**src/rtl/pwmt_pkg.sv**
```systemverilog
package pwmt_pkg;

    // Width of the saturating tick counter for the settle window.
    localparam int unsigned PWMT_WIN_W = 4;

    // Run phase: waiting for the swallowed tick, or counting.
    typedef enum logic {
        PH_WAIT  = 1'b0,
        PH_COUNT = 1'b1
    } pwmt_phase_t;

    // Per-cycle events produced by the counter stage.
    typedef struct packed {
        logic swallow;     // tick absorbed right after enabling
        logic adv;         // counting tick
        logic period_hit;  // counting tick with counter == period
        logic duty_hit;    // counting tick with counter == duty, no period hit
    } pwmt_evt_t;

    function automatic logic [PWMT_WIN_W-1:0] pwmt_win_step(
        input logic [PWMT_WIN_W-1:0] w
    );
        return (&w) ? w : w + 1'b1;
    endfunction

    // True when the current tick is at least the need-th counting tick.
    function automatic logic pwmt_window_met(
        input logic [PWMT_WIN_W-1:0] w,
        input int unsigned           need
    );
        int unsigned seen;
        seen = 32'(w) + 32'd1;
        return seen >= need;
    endfunction

endpackage

```
**src/rtl/pwmt_counter.sv**
```systemverilog
module pwmt_counter
    import pwmt_pkg::*;
#(
    parameter int unsigned CNT_W = 8
) (
    input  logic             clk,
    input  logic             rst,
    input  logic             run_en,
    input  logic             tick,
    input  logic [CNT_W-1:0] period,
    input  logic [CNT_W-1:0] duty,
    output logic [CNT_W-1:0] cnt,
    output pwmt_evt_t        evt
);

    pwmt_phase_t phase;

    always_comb begin
        evt.swallow    = run_en && tick && (phase == PH_WAIT);
        evt.adv        = run_en && tick && (phase == PH_COUNT);
        evt.period_hit = evt.adv && (cnt == period);
        evt.duty_hit   = evt.adv && !evt.period_hit && (cnt == duty);
    end

    always_ff @(posedge clk) begin
        if (rst || !run_en) begin
            phase <= PH_WAIT;
            cnt   <= '0;
        end else if (evt.swallow) begin
            phase <= PH_COUNT;
        end else if (evt.adv) begin
            cnt <= evt.period_hit ? '0 : cnt + 1'b1;
        end
    end

    // the swallowed tick leaves the counter at zero
    a_r2_swallow_keeps_zero: assert property (@(posedge clk) disable iff (rst)
        evt.swallow |=> (cnt == '0));

    // a period match clears the counter
    a_r3_period_clears: assert property (@(posedge clk) disable iff (rst)
        (evt.period_hit && run_en) |=> (cnt == '0));

    // a duty match does not clear the counter
    a_r4_duty_keeps_counting: assert property (@(posedge clk) disable iff (rst)
        evt.duty_hit |=> (cnt == $past(cnt) + 1'b1));

endmodule

```
**src/rtl/pwmt_cmp_bank.sv**
```systemverilog
module pwmt_cmp_bank
    import pwmt_pkg::*;
#(
    parameter int unsigned CNT_W        = 8,
    parameter int unsigned SETTLE_TICKS = 3
) (
    input  logic             clk,
    input  logic             rst,
    input  logic             run_en,
    input  logic             adv,
    input  logic             duty_hit,
    input  logic             period_we,
    input  logic [CNT_W-1:0] period_wdata,
    input  logic             duty_we,
    input  logic [CNT_W-1:0] duty_wdata,
    output logic [CNT_W-1:0] period,
    output logic [CNT_W-1:0] duty_act
);

    logic [CNT_W-1:0]      duty_hold;
    logic                  hold_valid;
    logic [PWMT_WIN_W-1:0] win;
    logic                  commit;

    assign commit = duty_hit && hold_valid && !duty_we
                    && pwmt_window_met(win, SETTLE_TICKS);

    // Period register: always written directly.
    always_ff @(posedge clk) begin
        if (rst) begin
            period <= '0;
        end else if (period_we) begin
            period <= period_wdata;
        end
    end

    // Duty register with a holding stage while running.
    always_ff @(posedge clk) begin
        if (rst) begin
            duty_act   <= '0;
            duty_hold  <= '0;
            hold_valid <= 1'b0;
            win        <= '0;
        end else if (!run_en) begin
            win <= '0;
            if (duty_we) begin
                duty_act   <= duty_wdata;
                hold_valid <= 1'b0;
            end else if (hold_valid) begin
                duty_act   <= duty_hold;
                hold_valid <= 1'b0;
            end
        end else if (duty_we) begin
            duty_hold  <= duty_wdata;
            hold_valid <= 1'b1;
            win        <= '0;
        end else if (hold_valid && adv) begin
            win <= pwmt_win_step(win);
            if (commit) begin
                duty_act   <= duty_hold;
                hold_valid <= 1'b0;
            end
        end
    end

    // a running write never reaches the comparator in the same step
    a_r5_write_is_held: assert property (@(posedge clk) disable iff (rst)
        (run_en && duty_we) |=> $stable(duty_act));

    // while running, the active duty changes only on a duty match
    a_r6_commit_on_match_only: assert property (@(posedge clk) disable iff (rst)
        (run_en && !duty_hit) |=> $stable(duty_act));

    // a stopped write lands at once
    a_r9_stopped_write_direct: assert property (@(posedge clk) disable iff (rst)
        (!run_en && duty_we) |=> (duty_act == $past(duty_wdata)));

    // period writes are never buffered
    a_r9_period_direct: assert property (@(posedge clk) disable iff (rst)
        period_we |=> (period == $past(period_wdata)));

endmodule

```
**src/rtl/pwmt_level.sv**
```systemverilog
module pwmt_level (
    input  logic clk,
    input  logic rst,
    input  logic run_en,
    input  logic adv,
    input  logic period_hit,
    input  logic duty_hit,
    input  logic pol_inv,
    output logic pwm_out,
    output logic irq
);

    logic active;

    always_ff @(posedge clk) begin
        if (rst || !run_en) begin
            active <= 1'b0;
            irq    <= 1'b0;
        end else if (adv) begin
            if (period_hit) begin
                active <= 1'b1;
                irq    <= 1'b1;
            end else begin
                irq <= 1'b0;
                if (duty_hit) begin
                    active <= 1'b0;
                end
            end
        end
    end

    assign pwm_out = active ^ pol_inv;

    // stopping parks the output and the interrupt
    a_r8_stop_parks: assert property (@(posedge clk) disable iff (rst)
        !run_en |=> (!active && !irq));

    // the interrupt lasts one count clock
    a_r3_irq_one_tick: assert property (@(posedge clk) disable iff (rst)
        (irq && adv && !period_hit) |=> !irq);

    // a duty match ends the active phase without an interrupt
    a_r4_duty_inactive: assert property (@(posedge clk) disable iff (rst)
        (duty_hit && run_en) |=> (!active && !irq));

endmodule

```
**src/rtl/duty_pwm_timer.sv**
```systemverilog
module duty_pwm_timer
    import pwmt_pkg::*;
#(
    parameter int unsigned CNT_W        = 8,
    parameter int unsigned SETTLE_TICKS = 3
) (
    input  logic             clk,
    input  logic             rst,
    input  logic             cnt_tick,
    input  logic             run_en,
    input  logic             period_we,
    input  logic [CNT_W-1:0] period_wdata,
    input  logic             duty_we,
    input  logic [CNT_W-1:0] duty_wdata,
    input  logic             pol_inv,
    output logic             pwm_out,
    output logic             irq_pulse
);

    logic [CNT_W-1:0] period;
    logic [CNT_W-1:0] duty_act;
    logic [CNT_W-1:0] cnt;
    pwmt_evt_t        evt;

    pwmt_counter #(.CNT_W(CNT_W)) u_counter (
        .clk    (clk),
        .rst    (rst),
        .run_en (run_en),
        .tick   (cnt_tick),
        .period (period),
        .duty   (duty_act),
        .cnt    (cnt),
        .evt    (evt)
    );

    pwmt_cmp_bank #(.CNT_W(CNT_W), .SETTLE_TICKS(SETTLE_TICKS)) u_cmp (
        .clk          (clk),
        .rst          (rst),
        .run_en       (run_en),
        .adv          (evt.adv),
        .duty_hit     (evt.duty_hit),
        .period_we    (period_we),
        .period_wdata (period_wdata),
        .duty_we      (duty_we),
        .duty_wdata   (duty_wdata),
        .period       (period),
        .duty_act     (duty_act)
    );

    pwmt_level u_level (
        .clk        (clk),
        .rst        (rst),
        .run_en     (run_en),
        .adv        (evt.adv),
        .period_hit (evt.period_hit),
        .duty_hit   (evt.duty_hit),
        .pol_inv    (pol_inv),
        .pwm_out    (pwm_out),
        .irq        (irq_pulse)
    );

    // a swallowed tick never raises the interrupt
    a_r2_no_irq_on_swallow: assert property (@(posedge clk) disable iff (rst)
        (evt.swallow && !irq_pulse) |=> !irq_pulse);

    // a period match raises the interrupt with the counter at zero
    a_r3_match_raises_irq: assert property (@(posedge clk) disable iff (rst)
        (evt.period_hit && run_en) |=> (irq_pulse && cnt == '0));

    // reset clears the counter and the interrupt
    a_r1_reset_clears: assert property (@(posedge clk)
        rst |=> (cnt == '0 && !irq_pulse));

endmodule

```
**config.mk**
```make
export PLATFORM = sky130hd
export DESIGN_NAME = duty_pwm_timer
export DESIGN_NICKNAME = d
export VERILOG_FILES = /design/src/rtl/pwmt_pkg.sv /design/src/rtl/pwmt_counter.sv /design/src/rtl/pwmt_cmp_bank.sv /design/src/rtl/pwmt_level.sv /design/src/rtl/duty_pwm_timer.sv
export SDC_FILE = /design/constraint.sdc
export NUM_CORES = 1
export LEC_CHECK = 0
export BUFFER_PORTS_ARGS = -buffer_cell sky130_fd_sc_hd__buf_2
export CAP_MARGIN = 20
export CELL_PAD_IN_SITES_DETAIL_PLACEMENT = 1
export CELL_PAD_IN_SITES_GLOBAL_PLACEMENT = 1
export CORE_ASPECT_RATIO = 0.5
export CORE_MARGIN = 4
export CORE_UTILIZATION = 40
export CTS_CLUSTER_DIAMETER = 150
export DETAILED_ROUTE_END_ITERATION = 12
export PLACE_DENSITY_LB_ADDON = 0.1
export SETUP_SLACK_MARGIN = 0.3
export SYNTH_ARGS = -nofsm -noshare
export SYNTH_HDL_FRONTEND = slang
export SYNTH_SLANG_ARGS = --single-unit
```
**constraint.sdc**
```tcl
create_clock -name clk -period 3.79 [get_ports clk]
set_clock_uncertainty 0.2 [all_clocks]
set_input_delay 0.1895 -clock clk [delete_from_list [all_inputs] [get_ports clk]]
set_output_delay 0.1895 -clock clk [all_outputs]
set_load 0.1 [all_outputs]
```
Word level (Yosys, flattened, before mapping) --
Cells that the tools add are included. Widths: inputs -> output; s select.
Word-level totals: flip-flop bits (word level) 40, input bits 23, word-level logic and storage cells 63
Operators by class: add/sub/neg operators 3, magnitude comparators 1, equality and inequality tests 5, mux-type cells 13, bitwise logic cells 5, reductions and logical operators 27
Operators with widths (number):
- $mux 8 | 7
- $ge 32x2->1 const B | 1
- $eq 8x8->1 | 2
- $logic_and 1x1->1 | 10
- $reduce_and 2->1 | 5
- $add 8x1->8 const B | 1
- $reduce_and 4->1 | 2
- $mux 1 | 6
- $reduce_bool 2->1 | 3
- $add 4x1->5 const B | 1
- $add 4x1->4 const B | 1
- $ne 2x1->1 const B | 2
- $not 1->1 | 4
- $logic_not 1->1 | 3
- $reduce_bool 3->1 | 1
- $reduce_or 3->1 | 1
- $ne 2x2->1 const B | 1
- $reduce_or 2->1 | 1
- $logic_or 1x1->1 | 1
- $xor 1x1->1 | 1

Depth between registers and ports, before layout --
Gate-level depths: netlist of run 1.
depth after elaboration 13, mapped depth 7

Cells and area by module --
A second synthesis of run 1 with hierarchy kept.
Unflattened totals: cell total of the unflattened synthesis 233, area, all modules 2034.5 um^2
Modules (own cells, without submodules):
- pwmt_cmp_bank | times used 1, cells each 149, area an instance 1316.3 um^2, seq. area each 580.6 um^2
- pwmt_counter | times used 1, cells each 75, area an instance 633.1 um^2, seq. area each 180.2 um^2
- pwmt_level | times used 1, cells each 9, area an instance 85.1 um^2, seq. area each 40.0 um^2

Least setup slack after synthesis of run 1 --
Ideal clock, no wire load.
path type register to output, start reg u_level.active, end out pwm_out, data arrival time 1.756 ns, data required time 3.401 ns, setup slack 1.645 ns, cell stages (with the launch flop) 2, buffers on the path 0, cell sequence dfxtp_1 > xor2_1
Between the ends: cells in the longest elaborated chain, start to end 1
Ends and longest elaborated chain:
- from (decl) | RTL line pwmt_level.sv:13 | logic active;
- from (signal assigned) | RTL line pwmt_level.sv:17 | active <= 1'b0;
- from (signal assigned) | RTL line pwmt_level.sv:21 | active <= 1'b1;
- from (signal assigned) | RTL line pwmt_level.sv:26 | active <= 1'b0;
- $xor 1x1->1 | RTL line pwmt_level.sv:32 | assign pwm_out = active ^ pol_inv;
- to (decl) | RTL line duty_pwm_timer.sv:16 | output logic pwm_out,
Every way passes these cells.

Worst setup path after layout of run 1 --
start reg u_cmp.win[0], end reg u_cmp.duty_act[4]
Between the ends: cells in the longest elaborated chain, start to end 5
Ends and longest elaborated chain:
- from (decl) | RTL line pwmt_cmp_bank.sv:22 | logic [PWMT_WIN_W-1:0] win;
- from (signal assigned) | RTL line pwmt_cmp_bank.sv:58 | win <= pwmt_win_step(win);
- $add 4x1->5 | RTL line pwmt_pkg.sv:32 | seen = 32'(w) + 32'd1;
- $ge 32x2->1 | RTL line pwmt_pkg.sv:33 | return seen >= need;
- $logic_and 1x1->1 | RTL line pwmt_cmp_bank.sv:26 | && pwmt_window_met(win, SETTLE_TICKS);
- $ne 2x1->1 (no line)
- $reduce_and 4->1 (no line)
- to (signal assigned) | RTL line pwmt_cmp_bank.sv:47 | duty_act <= duty_wdata;
- to (signal assigned) | RTL line pwmt_cmp_bank.sv:50 | duty_act <= duty_hold;
- to (signal assigned) | RTL line pwmt_cmp_bank.sv:60 | duty_act <= duty_hold;
- to (decl) | RTL line pwmt_cmp_bank.sv:17 | output logic [CNT_W-1:0] duty_act
Every way passes these cells. A chain may end at the register's enable or synchronous reset.

==> metrics.md, run 1 <==
| Metric | Value |
|---|---|
| Status | finished, final reports clean |
| CTS tree | done |
| # H-tree levels | 2 |
| Maximum clock rate | 424 MHz |
| First-pass GRT wire length | 8460 microns |
| Crit path capture type | flip-flop |
| Vias | 1646 |
| Mapped Nets | 247 |
| Post-CTS Hold Fix Bufs | 17 |
| Yosys top cell area share | about two fifths |
| Complex-gate fraction of the synthesized area | 18.2% |
| Die area | between 6000 and 7000 sq um |
| Max Root-Sink Buffers | 2 |
| Total power | 0.923 mW |
| Core Rows | 17 |
| Combinational Power Share | a little over an eighth |
| Largest net degree at the start of global routing | 27 |
| VDD IR-drop max | 0.000190 V |
| Dpl hpwl | 3560 microns |
| Sw frac | 25.8% |
| EDFF count, synth | 0 |
| I/O pin count | 25 |
| Initial DRC Count | 56 |
| Sequential Power Share | 48.6% |
| Power per Cell Area | 383 nW/um^2 |
| Sw Pwr | 0.238 mW |
| Initial antenna violation count | 0 |
| IO Port Bufs | 24 |
| Worst-Skew Late Latency | ~0.3 ns |
| Share of layout cells above drive strength 1 | 16.9% |
| Post-synthesis register bit count | 40 |
| Routed wire length | 4890 microns |
| Pins Over Slew Limit | 0 |
| Total gr overflow | 0 |
| Final Hold Slack | 0.102 ns |
| Post-Synth Adder-Cell Area | under 10% |
| Clock Tree Root | clkbuf_8 |
| Layout area overhead | 19.7% |
| CTS buffer count | 5 |
| Fin cells | 320 |
| Req. time, crit path | 3.81 ns |
| Simple-Gate Fraction of Synth Area | 17.4% |
| Commonest cells in the synthesized netlist | dfxtp_1, nor2_1, mux2i_1, nand2_1, xnor2_1 |
| Number of global-route vias before repair | 1645 |
| Syn_area_per_cell | 9.12 sq um |
| Fin Setup TNS | 0 ns |
| Tmin final | about 2.4 ns |
| Hold Path Depth | 3 |
| Async SR Flop Fraction | 0% |
| Int Pwr | 0.684 mW |
| Largest family of logic cells by synthesized area | compound AO/OA/AOI/OAI gates |
| Final Wtd Congestion | ~0.89 |
| CTS Sinks | 40 |
| Setup Fix Bufs, Post-CTS | 0 |
| Hold Crit Class | primary input to flip-flop |
| Clock power frac | 38.4% |
| CTS resizes | 0 |
| Critical path launch point type | flip-flop |
| Slew of the pin with the lowest slew margin | 0.887 ns |
| DR WL/cell | 15.3 microns |
| Synth area leaders | dfxtp_1, mux2i_1, xnor2_1 |
| Tcrit/Tclk final | 62.2% |
| Clk slew on worst S/H paths | 0.08 ns |
| # DRC | 0 |
| Die H | slightly below 60 microns |
| Kind of critical path | flip-flop to flip-flop |
| Pleak | 0.859 nW |
| GRT Total Usage | 17.5% |
| Ant. Diodes | 0 |
| Worst Path Max Fanout | 10 |
| Main flop type after synthesis | dfxtp_1 |
| DR vias/cell | 5.14 |
| Initial Util | 43.7% |
| Share of the yosys chip area belonging to registers | between 30% and 40% |
| Synthesized area | 2020 sq um |
| Endpoints failing setup | 0 |
| Placed insts | 295 |
| # fillers | 545 |
| Post-Synth XOR/XNOR Area | 9.12% |
| Maxcap violations | 0 |
| Mux share of post-synthesis cell area | 8.94% |
| Total core area | 4620 sq um |
| Data arrival, critical path | 2.38 ns |
| Final core utilization | 52.3% |
| Router iterations before antenna repair | 4 |
| Top-count cell post-synth | dfxtp_1 |
| Final nets | 279 |
| YS warnings | 0 |
| Slew headroom | about two fifths |
| Synth cell types | 36 |
| Reg2reg path depth | 6 |
| Instance count of the mapped netlist | 221 |
| Area leader, netlist | dfxtp_1 |
| Post-route ant nets | 0 |
| Unrepaired setup endpoints after global routing | no |
| Final hold vios | 0 |
| Die Wd | 108 microns |
==> final cells by class <==
type / instances / area, sq um / area share, %
repair buffers: 41 / 290 / 12.0
inverters: 2 / 7.51 / 0.311
clock buffers: 5 / 68.8 / 2.85
well taps: 66 / 82.6 / 3.42
flip-flops and latches: 40 / 801 / 33.2
multi-input cells: 163 / 1120 / 46.4
clock inverters: 3 / 42.5 / 1.76
==> final timing paths <==
path / slack, ns / startpoint / to
max: 1.43 / u_cmp.win[0]$_SDFFE_PP0P_ / u_cmp.duty_act[4]$_SDFFE_PP0P_
min: 0.10 / duty_we / u_cmp.duty_hold[3]$_SDFFE_PP0P_
max reg2reg: 1.43 / u_cmp.win[0]$_SDFFE_PP0P_ / u_cmp.duty_act[4]$_SDFFE_PP0P_
min reg2reg: 0.26 / u_cmp.duty_hold[4]$_SDFFE_PP0P_ / u_cmp.duty_hold[4]$_SDFFE_PP0P_
==> metal layers <==
metal	vias up	routed length (microns)	track usage [%]
met5	-	0	0
met4	0	71	5.94
met3	7	191	4.45
met2	25	2000	25.1
met1	768	2620	25.4
li1	846	-	-
==> critical path, stage by stage, from the launching register on <==
cell,delay (ns)
dfxtp_1,0.34
ha_1,0.23
and2_1,0.18
a21o_1,0.20
a2111oi_4,0.67
a211oi_1,0.21
a211oi_2,0.24
==> layout by cell type (no fill, tap or decap), types with 5 or more instances in the layout <==
| cell type | netlist | final |
|---|---|---|
| mux2i_1 | 18 | 18 |
| xnor2_1 | 17 | 17 |
| nand3_1 | 16 | 16 |
| clkbuf_8 | 0 | 5 |
| nand2_1 | 18 | 18 |
| nor2_1 | 25 | 25 |
| buf_2 | 4 | 24 |
| dfxtp_1 | 40 | 40 |
| dlygate4sd3_1 | 0 | 17 |
| a211oi_1 | 8 | 8 |
| a211oi_2 | 8 | 8 |
| a21oi_1 | 12 | 12 |
==> kinds of logic (layout without fill, tap and decap cells) <==
| logic type | Yosys count | after routing |
|---|---|---|
| AOI/OAI and AO/OA | 44 | 44 |
| xor gates and xnor gates | 21 | 21 |
| adders and majority gates | 3 | 3 |
| buffers and inverters | 18 | 51 |
| DFF | 40 | 40 |
| muxes | 18 | 18 |
| and+or+nand+nor | 77 | 77 |
==> power by group through the flow <==
stage          Combinational, mW  Clock (mW)  Sequential [mW]
3_5_place_dp               0.106           0            0.458
2_1_floorplan             0.0769           0            0.455
3_3_place_gp               0.104           0            0.458
4_1_cts                    0.120       0.365            0.448
6_report                   0.121       0.354            0.448
5_1_grt                    0.133       0.386            0.451
==> metrics by stage <==
stage | cell area [sq um] | setup slack [ns]
finish | 2410 | 1.43
global route | 2410 | 1.33
CTS | 2410 | 1.45
detailed placement | 2130 | 1.45
global placement | 2130 | 1.55
floorplan | 2020 | 1.64
==> sequential cells by signal (all words and copies together) (netlist names) <==
| name | flops |
|---|---|
| u_cmp.duty_hold | 8 |
| u_counter.phase | 1 |
| u_level.active | 1 |
| u_cmp.duty_act | 8 |
| u_cmp.hold_valid | 1 |
| u_cmp.period | 8 |
| u_level.irq | 1 |
| u_counter.cnt | 8 |
| u_cmp.win | 4 |
Note: power is estimated with default switching activity, not from simulation.
==> inputs of run 2 (changes only) <==
- clock period: 3.79 -> 2.4 ns (I/O delays scaled with it)
==> run 2 against run 1 <==
Compared with the run above:
- sequential share of layout area down 1.6 points
- maximum frequency up 17%
- worst setup slack worse by 1.0 ns
- global-route usage up 1.1 points
- power up 70%
- hold slack worse by 0.044 ns
- final cell count up 3.8%
- routed wire length up 13%
- register-to-register slack worse by 1.0 ns
- largest power group unchanged
- largest cell class unchanged
- count of clock-buffer cells in the layout unchanged
- sequential power up 58%
==> metrics.md, run 2 (synthesis gave the netlist of run 1 again) <==
| Metric | Value |
|---|---|
| Die Wd | 108 microns (unchanged) |
| Final Wtd Congestion | 0.801 (was 0.886) |
| CTS buffer count | 5 (unchanged) |
| Hold Crit Class | primary input to flip-flop (unchanged) |
| GRT Total Usage | 18.6% (was 17.5%) |
| Tmin final | 2.01 ns (was 2.36 ns) |
| Fin Setup TNS | 0 ns (unchanged) |
| Ant. Diodes | 0 (unchanged) |
| Die area | 6310 sq um (unchanged) |
| Max Root-Sink Buffers | 2 (unchanged) |
| # fillers | 544 (was 545) |
| I/O pin count | 25 (unchanged) |
| Maximum clock rate | 496 MHz (was 424 MHz) |
| Number of global-route vias before repair | 1836 (was 1645) |
| CTS tree | done (unchanged) |
| Final nets | 292 (was 279) |
| Dpl hpwl | 3890 microns (was 3560 microns) |
| Power per Cell Area | 612 nW/um^2 (was 383 nW/um^2) |
| Crit path capture type | flip-flop (unchanged) |
| DR vias/cell | 5.36 (was 5.14) |
| Worst-Skew Late Latency | 0.29 ns (was 0.30 ns) |
| Most frequent cells in the layout | dfxtp_1, nor2_1, buf_2 (was dfxtp_1, nor2_1, buf_2, nand2_1, mux2i_1) |
| # DRC | 0 (unchanged) |
| Req. time, crit path | 2.37 ns (was 3.81 ns) |
| # H-tree levels | 2 (unchanged) |
| Data arrival, critical path | 1.98 ns (was 2.38 ns) |
| Largest net degree at the start of global routing | 26 (was 27) |
| Clock Tree Root | clkbuf_8 (unchanged) |
| Post-route ant nets | 0 (unchanged) |
| Fin cells | 332 (was 320) |
| Critical path launch point type | flip-flop (unchanged) |
| Share of layout cells above drive strength 1 | 24.1% (was 16.9%) |
| Pleak | 0.940 nW (was 0.859 nW) |
| VDD IR-drop max | 0.000331 V (was 0.000190 V) |
| Final hold vios | 0 (unchanged) |
| Status | finished, final reports clean (unchanged) |
| Most common cell after layout, fill and taps aside | dfxtp_1 (unchanged) |
| Pins Over Slew Limit | 0 (unchanged) |
| Total core area | 4620 sq um (unchanged) |
| Total gr overflow | 0 (unchanged) |
| Placed insts | 304 (was 295) |
| CTS Sinks | 40 (unchanged) |
| IO Port Bufs | 24 (unchanged) |
| Initial DRC Count | 61 (was 56) |
| Router iterations before antenna repair | 4 (unchanged) |
| Vias | 1780 (was 1646) |
| Routed wire length | 5510 microns (was 4890 microns) |
| DR WL/cell | 16.6 microns (was 15.3 microns) |
| Initial antenna violation count | 0 (unchanged) |
| Unrepaired setup endpoints after global routing | no (unchanged) |
| Clk slew on worst S/H paths | 0.08 ns (about the same) |
| Slew headroom | 58.8% (was 40.7%) |
| Core Rows | 17 (unchanged) |
| Tcrit/Tclk final | 83.9% (was 62.2%) |
| First-pass GRT wire length | 9110 microns (was 8460 microns) |
| Maxcap violations | 0 (unchanged) |
| Slew of the pin with the lowest slew margin | 0.616 ns (was 0.887 ns) |
| Endpoints failing setup | 0 (unchanged) |
| Die H | 58.2 microns (unchanged) |
| Initial Util | 43.7% (unchanged) |
| Kind of critical path | flip-flop to flip-flop (unchanged) |
| Worst Path Max Fanout | 8 (was 10) |
| Layout area overhead | 27.3% (was 19.7%) |
run 2: critical path: stages, from the launching register on:
cell	delay, ns
dfxtp_4	0.36
ha_4	0.16
and2_4	0.16
a21o_1	0.17
a2111oi_4	0.39
buf_6	0.17
a21o_4	0.19
a211oi_2	0.08
run 2: final timing paths:
check | slack [ns] | endpoint | cells after the start | startpoint
setup / recovery | 0.39 | u_cmp.duty_act[3]$_SDFFE_PP0P_ | 7 | u_cmp.win[0]$_SDFFE_PP0P_
hold / removal | 0.06 | u_cmp.period[4]$_SDFFE_PP0P_ | 3 | period_we
setup reg to reg | 0.39 | u_cmp.duty_act[3]$_SDFFE_PP0P_ | 7 | u_cmp.win[0]$_SDFFE_PP0P_
hold reg to reg | 0.26 | u_cmp.duty_hold[5]$_SDFFE_PP0P_ | 2 | u_cmp.duty_hold[5]$_SDFFE_PP0P_
run 2: cell type report:
class / count / area [sq um] / share of cell area [%]
multi-input cells: 163 / 1140 / 44.5
flip-flops and latches: 40 / 811 / 31.6
repair buffers: 54 / 394 / 15.4
well taps: 66 / 82.6 / 3.22
clock buffers: 5 / 68.8 / 2.68
clock inverters: 2 / 60.1 / 2.34
inverters: 2 / 7.51 / 0.293
run 2: per-stage QoR:
step           hold WS, ns  area [sq um]  total power [mW]  util, %  setup slack [ns]
5_1_grt             0.0703          2560              1.63     55.6             0.306
2_1_floorplan      0.00306          2020             0.840        -             0.324
3_3_place_gp         0.154          2200             0.901     47.6             0.390
4_1_cts             0.0507          2510              1.58     54.4             0.308
3_5_place_dp         0.165          2200             0.908     47.6             0.314
6_report            0.0578          2560              1.57     55.6             0.386
run 2: what timing repair did:
action | CTS | global route
hold endpoints to repair | 23 | 0
resized for setup | 1 | 13
setup endpoints to repair | 1 | 8
gates cloned | 0 | 1
hold buffers | 18 | 0
setup buffers | 0 | 2
pin swaps | 0 | 9
run 2: power breakdown:
part | switching, mW | total [mW] | internal [mW] | leakage [nW]
combinational | 0.114 | 0.209 | 0.0950 | 0.546
clock | 0.242 | 0.652 | 0.410 | 0.0642
sequential | 0.0205 | 0.708 | 0.688 | 0.330
total | 0.377 | 1.57 | 1.19 | 0.940
run 2: metal layers:
layer	GRT usage, %	vias to the layer above	wire (microns)
li1	-	862	-
met3	4.67	4	226
met4	3.60	0	29
met1	26.7	878	2900
met2	28.4	36	2350
met5	0	-	0
==> inputs of run 3 (changes only) <==
- CORE_UTILIZATION: 40 -> 39
- clock period: 2.4 -> 1.6 ns (I/O delays scaled with it)
==> run 3 against run 2 <==
Compared with the run above:
- the flow now finishes with violations (hold timing, setup timing)
- sequential power increased by 50%
- clock power up 13%
- combinational power grew 110%
- hold slack got worse by 0.11 ns
- via count grew 11%
- power is 43% higher
- global-route usage increased by 2.9 points
- first-iteration DRC count increased by 44%
- routed wire length is 20% higher
- critical path type unchanged
==> metrics.md, run 3 (synthesis gave the netlist of run 1 again) <==
| Metric | Value |
|---|---|
| Final Wtd Congestion | 0.826 (was 0.801) |
| Number of global-route vias before repair | 2069 (was 1836) |
| Power per Cell Area | 711 nW/um^2 (was 612 nW/um^2) |
| Tcrit/Tclk final | 125% (was 83.9%) |
| Final Hold Slack | -0.0553 ns (was 0.0578 ns) |
| Maximum clock rate | 501 MHz (was 496 MHz) |
| VDD IR-drop max | 0.000395 V (was 0.000331 V) |
| Ant. Diodes | 0 (unchanged) |
| Critical path launch point type | flip-flop (unchanged) |
| Final nets | 331 (was 292) |
| Crit path capture type | flip-flop (unchanged) |
| Layout area overhead | 56.5% (was 27.3%) |
| Post-Layout Inst Area | 3150 sq um (was 2560 sq um) |
| Vias | 1977 (was 1780) |
| Initial Util | 40.7% (was 43.7%) |
| Clock Tree Root | clkbuf_8 (unchanged) |
| Routed wire length | 6620 microns (was 5510 microns) |
| Total gr overflow | 0 (unchanged) |
| IO Port Bufs | 24 (unchanged) |
| Final hold vios | 3 (was 0) |
| Clk slew on worst S/H paths | 0.08 ns (about the same) |
| Total core area | 4950 sq um (was 4620 sq um) |
| CTS tree | done (unchanged) |
| Pins Over Slew Limit | 0 (unchanged) |
| Most common cell after layout, fill and taps aside | buf_4 (was dfxtp_1) |
| CTS buffer count | 5 (unchanged) |
| First-pass GRT wire length | 10500 microns (was 9110 microns) |
| Tmin final | 2.00 ns (was 2.01 ns) |
| DR vias/cell | 5.26 (was 5.36) |
| Initial antenna violation count | 0 (unchanged) |
| # H-tree levels | 2 (unchanged) |
| Initial DRC Count | 88 (was 61) |
| Most frequent cells in the layout | buf_4, dfxtp_1, nor2_1, buf_2 (was dfxtp_1, nor2_1, buf_2) |
| Die Wd | 110 microns (was 108 microns) |
| CTS Sinks | 40 (unchanged) |
| Slew of the pin with the lowest slew margin | 0.730 ns (was 0.616 ns) |
| Worst Path Max Fanout | 10 (was 8) |
| Maxcap violations | 0 (unchanged) |
| I/O pin count | 25 (unchanged) |
| Die H | 58.8 microns (was 58.2 microns) |
| Unrepaired setup endpoints after global routing | yes (was no) |
| GRT Total Usage | 21.5% (was 18.6%) |
| Final core utilization | 63.7% (was 55.6%) |
| Pleak | 1.18 nW (was 0.940 nW) |
| Max Root-Sink Buffers | 2 (unchanged) |
| Final WS setup | -0.397 ns (was 0.386 ns) |
| Placed cell areas | 2520 sq um (was 2200 sq um) |
| CP peak stage delay | 0.35 ns (was 0.39 ns) |
| Status | finished, violations left (was finished, final reports clean) |
| Largest net degree at the start of global routing | 25 (was 26) |
| Req. time, crit path | 1.62 ns (was 2.37 ns) |
| Kind of critical path | flip-flop to flip-flop (unchanged) |
| Failing checks | hold timing, setup timing |
| Data arrival, critical path | 2.02 ns (was 1.98 ns) |
| Critical-path top delay cell | dfxtp_2 (was a2111oi_4) |
| Post-route ant nets | 0 (unchanged) |
| Critical path buffer and inverter count | 1 (unchanged) |
| CP delay by family, top | compound AO/OA/AOI/OAI gates (unchanged) |
| Worst-Skew Late Latency | 0.30 ns (was 0.29 ns) |
| Slew headroom | 51.1% (was 58.8%) |
| Share of layout cells above drive strength 1 | 45.1% (was 24.1%) |
| Worst path cell trace | ha_4, and2_4, a21o_1, a2111oi_4, buf_6, a211oi_1, a211oi_2 (was ha_4, and2_4, a21o_1, a2111oi_4, buf_6, a21o_4, a211oi_2) |
| Core Rows | 18 (was 17) |
| Hold Crit Class | primary input to flip-flop (unchanged) |
| Die area | 6450 sq um (was 6310 sq um) |
| DR WL/cell | 17.6 microns (was 16.6 microns) |
| # DRC | 0 (unchanged) |
| Endpoints failing setup | 21 (was 0) |
| Fin Setup TNS | -4.47 ns (was 0 ns) |
| Dpl hpwl | 4240 microns (was 3890 microns) |
| Post-CTS Hold Fix Bufs | 18 (unchanged) |
| Router iterations before antenna repair | 4 (unchanged) |
run 3: layout make-up:
type / count / area (sq um)
Multi-Input combinational cell: 164 / 1380
Timing Repair Buffer: 92 / 756
Clock inverter: 2 / 15.0
Inverter: 2 / 7.51
Fill cell: 549 / 1800
Sequential cell: 40 / 825
Clock buffer: 6 / 82.6
Tap cell: 70 / 87.6
run 3: path summary, 6_finish.rpt:
check                             startpoint                               to  slack [ns]  cells after the start
max reg2reg        u_cmp.win[0]$_SDFFE_PP0P_   u_cmp.duty_act[0]$_SDFFE_PP0P_       -0.40                      7
max                u_cmp.win[0]$_SDFFE_PP0P_   u_cmp.duty_act[0]$_SDFFE_PP0P_       -0.40                      7
min reg2reg  u_cmp.duty_hold[5]$_SDFFE_PP0P_  u_cmp.duty_hold[5]$_SDFFE_PP0P_        0.26                      2
min                                      rst    u_counter.cnt[6]$_SDFFE_PP0P_       -0.06                      4
run 3: worst min-delay path, delay by kind of cell:
| kind | cells | cell delay [ns] |
|---|---|---|
| AND/OR/NAND/NOR | 2 | 0.13 |
| AO/OA/AOI/OAI | 1 | 0.09 |
| buffers and inverters | 1 | 0.10 |
run 3: metrics by stage:
step | setup WS [ns] | power, mW | std cells
4_1_cts | -0.335 | 2.23 | 373
6_report | -0.397 | 2.24 | 376
3_5_place_dp | -0.380 | 1.42 | 338
3_3_place_gp | -0.318 | 1.40 | 338
5_1_grt | -0.476 | 2.35 | 376
2_1_floorplan | -0.340 | 1.27 | 221
run 3: routing by layer:
metal	global-route usage, %	part of all wire, %	up-vias
li1	-	-	954
met1	28.2	47	959
met2	35.4	47	52
met3	4.93	4.5	12
met4	7.10	1.5	0
met5	0	0	-
run 3: power breakdown:
group	internal (mW)	switching (mW)
Combinational	0.222	0.221
Clock	0.349	0.391
Sequential	1.03	0.0315
Total	1.60	0.643
run 3: repair_timing:
item	4_1_cts	5_1_grt
gates resized for setup	48	10
pin swaps	10	4
buffers inserted	8	3
endpoints found under the setup margin	25	24
endpoints found under the hold margin	27	4
gates cloned	1	0
